## src/rtl/tmon_pkg.sv

```systemverilog
package tmon_pkg;

    localparam int TEMP_W = 8;

    typedef logic [TEMP_W-1:0] temp_t;

    typedef struct packed {
        logic  valid;
        temp_t value;
    } margin_s;

    typedef enum logic {
        SIDE_COOL = 1'b0,
        SIDE_HOT  = 1'b1
    } side_e;

    function automatic temp_t headroom(input temp_t t, input temp_t limit);
        return (t >= limit) ? '0 : temp_t'(limit - t);
    endfunction

    function automatic int unsigned sticky_count(input int unsigned nthr);
        return 2 * nthr + 1;
    endfunction

endpackage

```

## src/rtl/tmon_margin.sv

```systemverilog
module tmon_margin
    import tmon_pkg::*;
(
    input  logic    clk,
    input  logic    rst,
    input  logic    sample_valid,
    input  temp_t   sample_temp,
    input  temp_t   max_temp,
    output margin_s margin_q
);
    always_ff @(posedge clk) begin
        if (rst) begin
            margin_q <= '0;
        end else begin
            margin_q.valid <= sample_valid;
            if (sample_valid)
                margin_q.value <= headroom(sample_temp, max_temp);
        end
    end
endmodule

```

## src/rtl/tmon_threshold.sv

```systemverilog
module tmon_threshold
    import tmon_pkg::*;
(
    input  logic    clk,
    input  logic    rst,
    input  margin_s margin_in,
    input  temp_t   level,
    output side_e   side_q,
    output logic    went_hot,
    output logic    went_cool
);
    side_e raw_side;
    side_e cand_q;
    logic  flip;

    always_comb begin
        raw_side  = (margin_in.value <= level) ? SIDE_HOT : SIDE_COOL;
        flip      = margin_in.valid && (raw_side != side_q) && (raw_side == cand_q);
        went_hot  = flip && (raw_side == SIDE_HOT);
        went_cool = flip && (raw_side == SIDE_COOL);
    end

    always_ff @(posedge clk) begin
        if (rst) begin
            side_q <= SIDE_COOL;
            cand_q <= SIDE_COOL;
        end else if (margin_in.valid) begin
            cand_q <= raw_side;
            if (flip)
                side_q <= raw_side;
        end
    end
endmodule

```

## src/rtl/tmon_overheat.sv

```systemverilog
module tmon_overheat
    import tmon_pkg::*;
#(
    parameter int PERSIST_W = 4
) (
    input  logic                 clk,
    input  logic                 rst,
    input  margin_s              margin_in,
    input  logic                 trip_in,
    input  logic [PERSIST_W-1:0] persist_lim,
    output logic                 oos_q,
    output logic                 oos_event
);
    localparam logic [PERSIST_W-1:0] CNT_MAX = '1;
    localparam logic [PERSIST_W-1:0] ONE     = PERSIST_W'(1);

    logic [PERSIST_W-1:0] run_q, run_next, lim_eff;
    logic                 cond, oos_next;

    always_comb begin
        lim_eff  = (persist_lim == '0) ? ONE : persist_lim;
        cond     = trip_in && (margin_in.value == '0);
        run_next = run_q;
        oos_next = oos_q;
        if (margin_in.valid) begin
            if (cond)
                run_next = (run_q == CNT_MAX) ? run_q : run_q + ONE;
            else
                run_next = '0;
            oos_next = cond && (run_next >= lim_eff);
        end
        oos_event = oos_next && !oos_q;
    end

    always_ff @(posedge clk) begin
        if (rst) begin
            run_q <= '0;
            oos_q <= 1'b0;
        end else begin
            run_q <= run_next;
            oos_q <= oos_next;
        end
    end
endmodule

```

## src/rtl/tmon_sticky.sv

```systemverilog
module tmon_sticky #(
    parameter int N = 5
) (
    input  logic         clk,
    input  logic         rst,
    input  logic [N-1:0] set,
    input  logic [N-1:0] hold,
    input  logic [N-1:0] clr,
    output logic [N-1:0] bits_q
);
    for (genvar i = 0; i < N; i++) begin : g_bit
        always_ff @(posedge clk) begin
            if (rst)
                bits_q[i] <= 1'b0;
            else if (set[i])
                bits_q[i] <= 1'b1;
            else if (clr[i] && !hold[i])
                bits_q[i] <= 1'b0;
        end
    end
endmodule

```

## src/rtl/thermal_margin_monitor.sv

```systemverilog
module thermal_margin_monitor
    import tmon_pkg::*;
#(
    parameter int NUM_THR   = 2,
    parameter int PERSIST_W = 4,
    localparam int NSTICKY  = 2 * NUM_THR + 1,
    localparam int OOS_BIT  = 2 * NUM_THR
) (
    input  logic                        clk,
    input  logic                        rst,
    input  logic                        sample_valid,
    input  logic [TEMP_W-1:0]           sample_temp,
    input  logic [TEMP_W-1:0]           max_temp,
    input  logic [NUM_THR*TEMP_W-1:0]   thr_level,
    input  logic [NUM_THR-1:0]          thr_irq_en,
    input  logic [PERSIST_W-1:0]        persist_lim,
    input  logic                        trip_in,
    input  logic [NSTICKY-1:0]          sticky_clr,
    output logic [TEMP_W-1:0]           margin,
    output logic [NUM_THR-1:0]          thr_side,
    output logic                        oos_live,
    output logic [NSTICKY-1:0]          sticky,
    output logic                        irq
);
    margin_s            m_q;
    logic [NSTICKY-1:0] set_v, hold_v, mask_v;
    logic               oos_ev;

    tmon_margin u_margin (
        .clk          (clk),
        .rst          (rst),
        .sample_valid (sample_valid),
        .sample_temp  (sample_temp),
        .max_temp     (max_temp),
        .margin_q     (m_q)
    );

    for (genvar k = 0; k < NUM_THR; k++) begin : g_thr
        side_e s;
        logic  hot, cool;
        tmon_threshold u_thr (
            .clk       (clk),
            .rst       (rst),
            .margin_in (m_q),
            .level     (thr_level[k*TEMP_W +: TEMP_W]),
            .side_q    (s),
            .went_hot  (hot),
            .went_cool (cool)
        );
        assign thr_side[k]      = (s == SIDE_HOT);
        assign set_v[2*k]       = hot;
        assign set_v[2*k+1]     = cool;
        assign hold_v[2*k]      = hot;
        assign hold_v[2*k+1]    = cool;
        assign mask_v[2*k]      = thr_irq_en[k];
        assign mask_v[2*k+1]    = thr_irq_en[k];
    end

    tmon_overheat #(.PERSIST_W(PERSIST_W)) u_oos (
        .clk         (clk),
        .rst         (rst),
        .margin_in   (m_q),
        .trip_in     (trip_in),
        .persist_lim (persist_lim),
        .oos_q       (oos_live),
        .oos_event   (oos_ev)
    );

    assign set_v[OOS_BIT]  = oos_ev;
    assign hold_v[OOS_BIT] = oos_live | oos_ev;
    assign mask_v[OOS_BIT] = 1'b1;

    tmon_sticky #(.N(NSTICKY)) u_sticky (
        .clk    (clk),
        .rst    (rst),
        .set    (set_v),
        .hold   (hold_v),
        .clr    (sticky_clr),
        .bits_q (sticky)
    );

    assign margin = m_q.value;
    assign irq    = |(sticky & mask_v);
endmodule

```

## config.mk

```make
export PLATFORM = sky130hd
export DESIGN_NAME = thermal_margin_monitor
export DESIGN_NICKNAME = d
export VERILOG_FILES = /design/src/rtl/tmon_pkg.sv /design/src/rtl/tmon_margin.sv /design/src/rtl/tmon_threshold.sv /design/src/rtl/tmon_overheat.sv /design/src/rtl/tmon_sticky.sv /design/src/rtl/thermal_margin_monitor.sv
export SDC_FILE = /design/constraint.sdc
export NUM_CORES = 1
export LEC_CHECK = 0
export BUFFER_PORTS_ARGS = -buffer_cell sky130_fd_sc_hd__buf_2
export CORE_UTILIZATION = 50
export DETAILED_ROUTE_END_ITERATION = 8
export GPL_ROUTABILITY_DRIVEN = 1
export PLACE_DENSITY_LB_ADDON = 0.25
export SETUP_SLACK_MARGIN = 0.2
export SLEW_MARGIN = 20
export SYNTH_ARGS = -nofsm -noshare
export SYNTH_HDL_FRONTEND = slang
export SYNTH_SLANG_ARGS = --single-unit
export TNS_END_PERCENT = 5
```

## constraint.sdc

```tcl
create_clock -name clk -period 3 [get_ports clk]
set_input_delay 0.3 -clock clk [delete_from_list [all_inputs] [get_ports clk]]
set_output_delay 0.3 -clock clk [all_outputs]
set_load 0.02 [all_outputs]
```

# Yosys cells after proc, flatten, opt, wreduce, memory -nomap -nowiden
# Index checks and enable logic that the tools add are counted.
[totals]
input_bits = 47
word_cells = 78
out_inout_bits = 17
regBits = 23
[op_classes]
mux = 18
n_bitwise = 4
eq_ne = 5
addsub = 2
order_cmp = 4
reduce_logical = 32
[op_table]
columns = ["cell", "count"]
rows = [
  ["$le A8 B8 Y1", 2],
  ["$logic_and A1 B1 Y1", 16],
  ["$mux W4", 4],
  ["$mux W1", 13],
  ["$reduce_bool A2 Y1", 5],
  ["$ge A8 B8 Y1", 1],
  ["$logic_not A8 Y1", 1],
  ["$mux W8", 1],
  ["$sub A8 B8 Y8", 1],
  ["$logic_not A1 Y1", 6],
  ["$and A5 B5 Y5", 1],
  ["$reduce_or A5 Y1", 1],
  ["$add A4 B1 Y4 const B", 1],
  ["$eq A4 B4 Y1 const B", 1],
  ["$ge A4 B4 Y1", 1],
  ["$logic_not A4 Y1", 1],
  ["$reduce_and A2 Y1", 2],
  ["$eq A1 B1 Y1", 2],
  ["$ne A1 B1 Y1", 2],
  ["$not A1 Y1", 2],
  ["$or A1 B1 Y1", 1],
]

# Longest topological paths before layout
# Gate-level depths: netlist of the first run.
[logic_depth]
ltp_word = 13
depth_mapped = 10
depth_no_buf = 10

# By module
# From an unflattened synthesis of the first run, not the netlist that was laid out.
[hier_totals]
cells_unflattened = 258
hier_area_um2 = 2083.2
[by_module_without_submodules]
columns = ["module", "n_inst", "area_per_inst_um2", "cells_each", "seq_area_each_um2"]
rows = [
  ["tmon_margin", 1, 779.5, 96, 180.2],
  ["tmon_threshold", 2, 314.1, 41, 40.0],
  ["tmon_overheat", 1, 455.4, 54, 100.1],
  ["tmon_sticky", 1, 181.4, 20, 100.1],
  ["thermal_margin_monitor", 1, 38.8, 6, 0.0],
]

# Least setup slack after synthesis of the first run
# OpenSTA, ideal clock, no wires.
[synth_path]
path_type = "input -> register"
startpoint = "input port max_temp[0]"
endpoint = "register u_margin.margin_q[6] (netlist bit)"
path_stages = 9
arrival_ns = 1.881
slack_ns = 1.002
t_required_ns = 2.883
setup_time_ns = 0.117
path_buffers = 0
cell_sequence = "inv_1 -> ha_1 -> inv_1 -> fa_1 -> a21o_1 -> a311o_1 -> a21oi_1 -> xnor2_1 -> a22o_1"
[synth_between]
elab_chain_cells = 2
elab_cells_between_ends = 3
classes_between = "add/sub: 1; order compare: 1; mux: 1"
[synth_rtl]
columns = ["item", "line_no", "text"]
rows = [
  ["from (decl)", "thermal_margin_monitor.sv:13", "input logic [TEMP_W-1:0] max_temp,"],
  ["$sub A8 B8 Y8 or $ge A8 B8 Y1 (tied branches)", "tmon_pkg.sv:18", "return (t >= limit) ? '0 : temp_t'(limit - t);"],
  ["$mux W8 *", "tmon_pkg.sv:18", ""],
  ["to (decl)", "tmon_margin.sv:9", "output margin_s margin_q"],
]
# Mark *: on every way between the ends. The rest lies on a longest branch, timed or not.
# A chain may end at the register's enable or synchronous reset.

# Worst setup path after layout of the first run
[layout_path]
startpoint = "register u_margin.margin_q[1] (netlist bit)"
endpoint = "register u_sticky.bits_q[4]"
[layout_between]
elab_chain_cells = 12
elab_cells_between_ends = 13
classes_between = "order compare: 1; mux: 4; bitwise: 1; reduce/logical: 7"
[layout_rtl]
columns = ["item", "line_no", "text"]
rows = [
  ["$logic_not A8 Y1 *", "tmon_overheat.sv:22", "cond = trip_in && (margin_in.value == '0);"],
  ["$logic_and A1 B1 Y1 *", "tmon_overheat.sv:22", ""],
  ["$mux W4", "tmon_overheat.sv:26", "if (cond)"],
  ["$mux W4", "tmon_overheat.sv:25", "if (margin_in.valid) begin"],
  ["$ge A4 B4 Y1", "tmon_overheat.sv:30", "oos_next = cond && (run_next >= lim_eff);"],
  ["$logic_and A1 B1 Y1 *", "tmon_overheat.sv:30", ""],
  ["$mux W1 *", "tmon_overheat.sv:25", ""],
  ["$logic_and A1 B1 Y1 *", "tmon_overheat.sv:32", "oos_event = oos_next && !oos_q;"],
  ["$or A1 B1 Y1", "thermal_margin_monitor.sv:70", "assign hold_v[OOS_BIT] = oos_live | oos_ev;"],
  ["$logic_not A1 Y1", "tmon_sticky.sv:17", "else if (clr[i] && !hold[i])"],
  ["$logic_and A1 B1 Y1", "tmon_sticky.sv:17", ""],
  ["$reduce_bool A2 Y1 (no line)", "-", ""],
  ["to (signal, indexed assignment)", "tmon_sticky.sv:14", "bits_q[i] <= 1'b0;"],
  ["to (signal, indexed assignment)", "tmon_sticky.sv:16", "bits_q[i] <= 1'b1;"],
  ["to (signal, indexed assignment)", "tmon_sticky.sv:18", "bits_q[i] <= 1'b0;"],
  ["to (decl)", "tmon_sticky.sv:9", "output logic [N-1:0] bits_q"],
]
# Mark *: on every way between the ends. The rest lies on a longest branch, timed or not. The select of a mux whose other input is x is not followed.

==> results.md, run 1 <==
- Share of cells above drive strength 1: 25.00%
- Post-synthesis sequential area ratio: about a quarter
- Post-CTS Setup Repair Bufs: 0
- Antenna violation net count after detailed routing: 0
- Initial DRC Count: 81
- Post-synth EDFFs: 0
- Post-Syn Instances: 238
- Worst-path clk slew: 0.08 ns
- I/O Pins: 64
- CTS tree: yes
- CTS resizes: 0
- Cell leakage power: roughly 0.0012 uW
- Hold WC Path Type: input port to flop
- DRT Pass-1 Iters: 4
- Inserted Diodes: 0
- Vias in the first global route: 1595
- Startpoint Class: flop
- Via density: 5.315
- Gate power share: between 30% and 40%
- Metal-1 WL: 1878 um
- Die area: 4111 um^2
- P_sw: 243.7 uW
- CP required: ~3.2 ns
- Clock sinks: 23
- Relative slew slack: between 60% and 70%
- Syn Nets: approximately 320
- Overall global routing resource usage: 20.08%
- Final worst setup slack: 0.8163 ns
- Hold Vio Cnt, Final: 0
- Final Slew Violations: 0
- Switching Fraction: a little under a third
- Max-Cap Viols: 0
- Highest metal used: met4
- Status: completed
- DR vias: roughly 1800
- Die Span Y: approximately 64 um
- Port bufs: 63
- Clock root buffer: clkbuf_8
- Cts hold-fix bufs: 0
- Worst path slowest cell: dfxtp_1
- Synth Register Bits: 23
- Max H-tree Level: 1
- Clock power frac: 24.8%
- Final #Nets: 370
- Fmax: 0.4579 GHz
- Wire length per cell: 11.64 um
- Arrival time at the worst endpoint: around 2.4 ns
- Worst slew pin tran: 0.5056 ns
- Setup violations, final: 0
- Unrepaired setup endpoints after global routing: false
- Final Skew: 0.004306 ns
- Synth Flop Type: dfxtp_1
- Post-Route Setup TNS: 0 ns
- Met2 routed WL: about 1900 um
- Synth cell count leaders: 32 x inv_1, 29 x ha_1, 23 x a21oi_1, 23 x dfxtp_1
- Unique masters post-synth: 46
- Routability congestion estimate: approximately 0.8
- Top-area cell type share of the netlist area: 23.87%
- Sequential Power Share: 44.1%
- Mapped cell area: 1929 um^2
- Clk buf depth: 2
- Synth top area cells: dfxtp_1 24%, ha_1 19%, inv_1 6.2%
- Met3 WL: 152 um
- Grt ovf: 0
- Initial Util: between 50% and 60%
- Crit-path max cell delay: between 0.3 and 0.4 ns
- Setup slack at placement: 0.8018 ns
- Final wirelength: 3957 um
- Initial antenna violation count: 0
- Top cell type by total area after synthesis: dfxtp_1
- First-pass GRT wire length: about 6600 um
- CP max FO: 7
- Die Width: 64.12 um
- Count leader, synth: inv_1
- Period utilization: between 70 and 80%
- CORE AREA: 3689 um^2
- Largest net degree at the start of global routing: 18
- P_int: around 520 uW
- Synth warnings: 0
- Core Rows: 22
- Post-DP HPWL: approximately 3300 um
- DRC: 0
- Syn_area_per_cell: 8.107 um^2
- Most common cell on crit path: a21oi_1
- Peak VDD IR: 0.1631 mV
- CP Cell Sequence: nor4_1, nand3b_1, nor2_4, nand2_1, ha_1, nand2b_1, a21oi_1, o21ai_0, nand4b_1, a21oi_1
- Critical path class: flop to flop
- Setup crit end kind: flop
- CTS buffer count: 3
- Final min period: 2.184 ns
- Async set-reset flop share out of synthesis: 0%
- P&R area growth vs syn: 17.38%
- PwrDens: 337.5 nW/um^2
- Later-pin clock latency in the skew report: 0.26 ns
## metrics by stage
| stage | area [um^2] | hold slack, ns | util [%] | power (uW) | instances |
|---|---|---|---|---|---|
| 2_1_floorplan | 1929 | 0.4567 | - | 516.5 | 238 |
| 3_3_place_gp | 2218 | 0.4730 | 60.14 | 575.7 | 336 |
| 3_5_place_dp | 2218 | 0.4756 | 60.14 | 581.7 | 336 |
| 4_1_cts | 2265 | 0.2887 | 61.40 | 769.7 | 340 |
| 5_1_grt | 2265 | 0.2998 | 61.40 | 815.1 | 340 |
| 6_report | 2265 | 0.2938 | 61.40 | 764.2 | 340 |
## power by group through the flow
stage | sequential [uW] | clock [uW] | combinational (uW)
5_1_grt | 340 | 207 | 269
3_5_place_dp | 344 | 0 | 238
4_1_cts | 337 | 194 | 239
6_report | 337 | 189 | 238
2_1_floorplan | 338 | 0 | 178
3_3_place_gp | 343 | 0 | 232
## final cells by class
type / instances / area, um^2
Inverter: 32 / 120.1
Clock buffer: 3 / 41.29
Timing Repair Buffer: 63 / 315.3
Fill cell: 390 / 1424
Multi-Input combinational cell: 170 / 1262
Tap cell: 48 / 60.06
Clock inverter: 1 / 5.005
Sequential cell: 23 / 460.4
## layout by cell type (no fill, tap or decap), types with 5 or more instances in the layout
| master | count |
|---|---|
| ha_1 | 29 |
| o21ai_0 | 14 |
| inv_1 | 32 |
| dfxtp_1 | 23 |
| nor2_1 | 13 |
| a22o_1 | 8 |
| nor2b_1 | 5 |
| nand2b_1 | 5 |
| nand2_1 | 14 |
| nand4_1 | 7 |
| buf_2 | 63 |
| a21oi_1 | 23 |
## cell families (layout without fill, tap and decap cells)
group                    after synthesis  in the layout  synth area share, %
AND/OR/NAND/NOR                       67             67                19.26
flip-flops                            23             23                23.87
buffers and inverters                 45             99                10.70
multiplexers                           1              1               0.5188
adder cells (fa/ha/maj)               30             30                19.84
AO/OA/AOI/OAI                         67             67                23.54
XOR/XNOR                               5              5                2.270
## flip-flops by register name (all words and copies together), names as in the netlist
name	cells
g_thr.u_thr.cand_q	2
g_thr.u_thr.side_q	2
u_margin.margin_q	9
u_oos.oos_q	1
u_oos.run_q	4
u_sticky.bits_q	5
## per-layer routing
| metal | up-vias | GRT usage, % |
|---|---|---|
| met5 | - | 0 |
| met2 | 45 | 36.97 |
| met3 | 2 | 2.500 |
| met4 | 0 | 5.833 |
| met1 | 806 | 24.13 |
| li1 | 954 | - |
## worst paths after layout
check                                    startpoint                         endpoint  slack, ns  cells past startpoint
setup / recovery  u_margin.margin_q[1]$_SDFFE_PP0P_  u_sticky.bits_q[4]$_SDFFE_PP0P_       0.82                     10
hold / removal                        sticky_clr[3]  u_sticky.bits_q[3]$_SDFFE_PP0P_       0.29                      3
setup reg to reg  u_margin.margin_q[1]$_SDFFE_PP0P_  u_sticky.bits_q[4]$_SDFFE_PP0P_       0.82                     10
hold reg to reg     u_sticky.bits_q[2]$_SDFFE_PP0P_  u_sticky.bits_q[2]$_SDFFE_PP0P_       0.48                      2
## critical path, delay by kind of cell (launching register included)
family,cells,cell delay [ns]
AO/OA/AOI/OAI,3,0.45
adder cells (fa/ha/maj),1,0.27
flip-flops,1,0.37
AND/OR/NAND/NOR,6,1.03
Note: power is estimated with default switching activity, not from simulation.
==> run 2: changes to the inputs <==
- CORE_UTILIZATION: 50 -> 46
- clock period: 3 -> 1.75 ns (I/O delays scaled with it)
==> results.md, run 2 (synthesis results as in run 1) <==
- Kind of cell adding the most delay to the critical path: simple AND/OR/NAND/NOR gates
- Die Width: 66.76 um (+4.1%)
- Initial antenna violation count: 0 (unchanged)
- Final #Nets: 406 (+9.7%)
- Clock root buffer: clkbuf_8
- Register area: 465.4 um^2 (+1.1%)
- Wire length per cell: 12.09 um (+3.9%)
- CTS tree: yes
- Port bufs: 63 (unchanged)
- Dpl cell area: 2481 um^2 (+12%)
- Final worst setup slack: -0.1477 ns (-0.9640 ns)
- I/O Pins: 64 (unchanged)
- CP Cell Sequence: nor4_4, nand3b_1, nor2_4, o21ai_0, nor2_1, ha_1, nand2_1, o21ai_2, nand4b_1, a21oi_1
- P_int: 1014 uW (+95%)
- Hold WC Path Type: input port to flop
- Setup violations, final: 6 (+6)
- Violated checks: negative setup slack
- Critical path class: flop to flop
- Critical path endpoint: u_sticky.bits_q[4]$_SDFFE_PP0P_
- Final core utilization: 67.09% (+5.7 points)
- P_sw: 466.5 uW (+91%)
- Fmax: 0.5270 GHz (+15%)
- Die area: 4457 um^2 (+8.4%)
- Total power: 1480 uW (+94%)
- Clock sinks: 23 (unchanged)
- Overall global routing resource usage: 21.04% (+0.95 points)
- Setup slack at placement: -0.1959 ns (-0.9977 ns)
- CTS buffer count: 3 (unchanged)
- Max-Cap Viols: 0 (unchanged)
- Initial Util: 48.23% (-4.1 points)
- Largest regs: u_margin.margin_q: 9 flops, u_sticky.bits_q: 5 flops, u_oos.run_q: 4 flops
- Post-DP HPWL: 3668 um (+12%)
- Unrepaired setup endpoints after global routing: true
- Clk buf depth: 2 (unchanged)
- Later-pin clock latency in the skew report: 0.26 ns (about the same)
- Peak VDD IR: 0.3909 mV (+140%)
- CP required: 1.90 ns (-1.30 ns)
- Share of cells above drive strength 1: 40.24% (+15 points)
- Cell leakage power: 0.001367 uW (+18%)
- Post-Route Setup TNS: -0.4683 ns (-0.4683 ns)
- Vias in the first global route: 1800 (+13%)
- Die Span Y: 66.76 um (+4.1%)
- P&R area growth vs syn: 39.10%
- Final Slew Violations: 0 (unchanged)
- Largest net degree at the start of global routing: 18 (unchanged)
- Final instance area: 2684 um^2 (+19%)
- Arrival time at the worst endpoint: 2.05 ns (-0.33 ns)
- R2R depth: 10 (unchanged)
- Worst-path clk slew: 0.09 ns (about the same)
- Sequential Power Share: 38.5% (-5.6 points)
- Hold Vio Cnt, Final: 0 (unchanged)
- Inserted Diodes: 0 (unchanged)
- Cts hold-fix bufs: 0 (unchanged)
- Initial DRC Count: 65 (-20%)
- Crit path depth: 10 (unchanged)
- Period utilization: 108.4% (+36 points)
- Status: finished with violations
- CP max FO: 5 (-2)
- Gate power share: 39.1% (+7.9 points)
- Setup crit end kind: flop
- Final wirelength: 4571 um (+16%)
- Fillers: 340 (-13%)
- Crit-path max cell delay: 0.34 ns (-0.03 ns)
- Multi-input logic area: 1376 um^2 (+9.0%)
- R2R Path End: u_sticky.bits_q[4]$_SDFFE_PP0P_
- Min-Delay Path Depth: 3 (unchanged)
- DRT Pass-1 Iters: 4 (unchanged)
- Clock power frac: 22.4% (-2.4 points)
- CORE AREA: 4000 um^2 (+8.4%)
- Grt ovf: 0 (unchanged)
- DR vias: 1965 (+8.7%)
- PwrDens: 551.6 nW/um^2 (+63%)
- Largest register FFs: 9 (unchanged)
- CP Launch Point: u_margin.margin_q[2]$_SDFFE_PP0P_
- DRC: 0 (unchanged)
- Worst Path Buf+Inv: 0 (unchanged)
- Biggest register: u_margin.margin_q
- Final min period: 1.898 ns (-0.2860 ns)
- Antenna violation net count after detailed routing: 0 (unchanged)
- Relative slew slack: 66.84% (+0.59 points)
- Routability congestion estimate: 0.7557 (-6.2%)
- FF-to-FF Start: u_margin.margin_q[2]$_SDFFE_PP0P_
- R2R Setup Slk: -0.15 ns (-0.96 ns)
- Via density: 5.198 (-2.2%)
- Core Rows: 23 (+4.5%)
- Startpoint Class: flop
- Switching Fraction: 31.52% (-0.37 points)
- Max H-tree Level: 1 (unchanged)
- Worst slew pin tran: 0.4956 ns (-0.01002 ns)
- Most common cell after layout, fill and taps aside: buf_2
- First-pass GRT wire length: 7279 um (+10%)
- Final Skew: 0.007245 ns (+0.002939 ns)
- Most frequent cells in the layout: 60 x buf_2, 36 x buf_4, 29 x inv_1
- Worst path slowest cell: dfxtp_2
## run 2: worst reg2reg max path, delay by kind of cell (launching register included)
| family | cells | cell delay, ns |
|---|---|---|
| AND/OR/NAND/NOR | 6 | 0.93 |
| flip-flops | 1 | 0.34 |
| AO/OA/AOI/OAI | 3 | 0.28 |
| adder cells (fa/ha/maj) | 1 | 0.24 |
## run 2: power by group through the flow
stage                     logic, uW  clock network, uW  registers (uW)
after floorplan                 312                  0             580
final                           579                331             571
after global routing            646                355             574
after detailed placement        506                  0             578
after CTS                       544                336             568
after global placement          494                  0             578
## run 2: per-stage QoR
step | cells | hold slack (ns)
final | 378 | 0.1613
after global placement | 370 | 0.4422
after floorplan | 238 | 0.3325
after CTS | 377 | 0.1577
after detailed placement | 370 | 0.4469
after global routing | 378 | 0.1782
## run 2: layout make-up
type                    count  share of cell area (%)
multi-input cells         170                   51.28
repair buffers             99                   22.66
flip-flops and latches     23                   17.34
inverters                  32                   4.662
well taps                  50                   2.331
clock buffers               3                   1.538
clock inverters             1                  0.1865
## run 2: how the worst min path moves through the flow
stage	startpoint	endpoint	slack, ns
3_5_place_dp	sticky_clr[3]	u_sticky.bits_q[3]$_SDFFE_PP0P_	0.45
4_1_cts	sticky_clr[3]	u_sticky.bits_q[3]$_SDFFE_PP0P_	0.16
3_3_place_gp	sticky_clr[2]	u_sticky.bits_q[2]$_SDFFE_PP0P_	0.44
6_report	sticky_clr[2]	u_sticky.bits_q[2]$_SDFFE_PP0P_	0.16
5_1_grt	sticky_clr[3]	u_sticky.bits_q[3]$_SDFFE_PP0P_	0.18
2_1_floorplan	sample_valid	u_margin.margin_q[8]$_SDFF_PP0_	0.33
## run 2: repair_timing
item,CTS,global route
endpoints found under the hold margin,0,0
setup buffers,3,1
endpoints found under the setup margin,14,22
pin swaps,13,18
gates resized for setup,14,13
## run 2: metal layers
| metal | global-route usage [%] | share of wire, % | up-vias |
|---|---|---|---|
| met5 | 0 | 0 | - |
| met4 | 3.989 | 0.68 | 0 |
| met3 | 2.226 | 3.2 | 6 |
| met2 | 39.02 | 49 | 42 |
| met1 | 25.85 | 47 | 893 |
| li1 | - | - | 1024 |
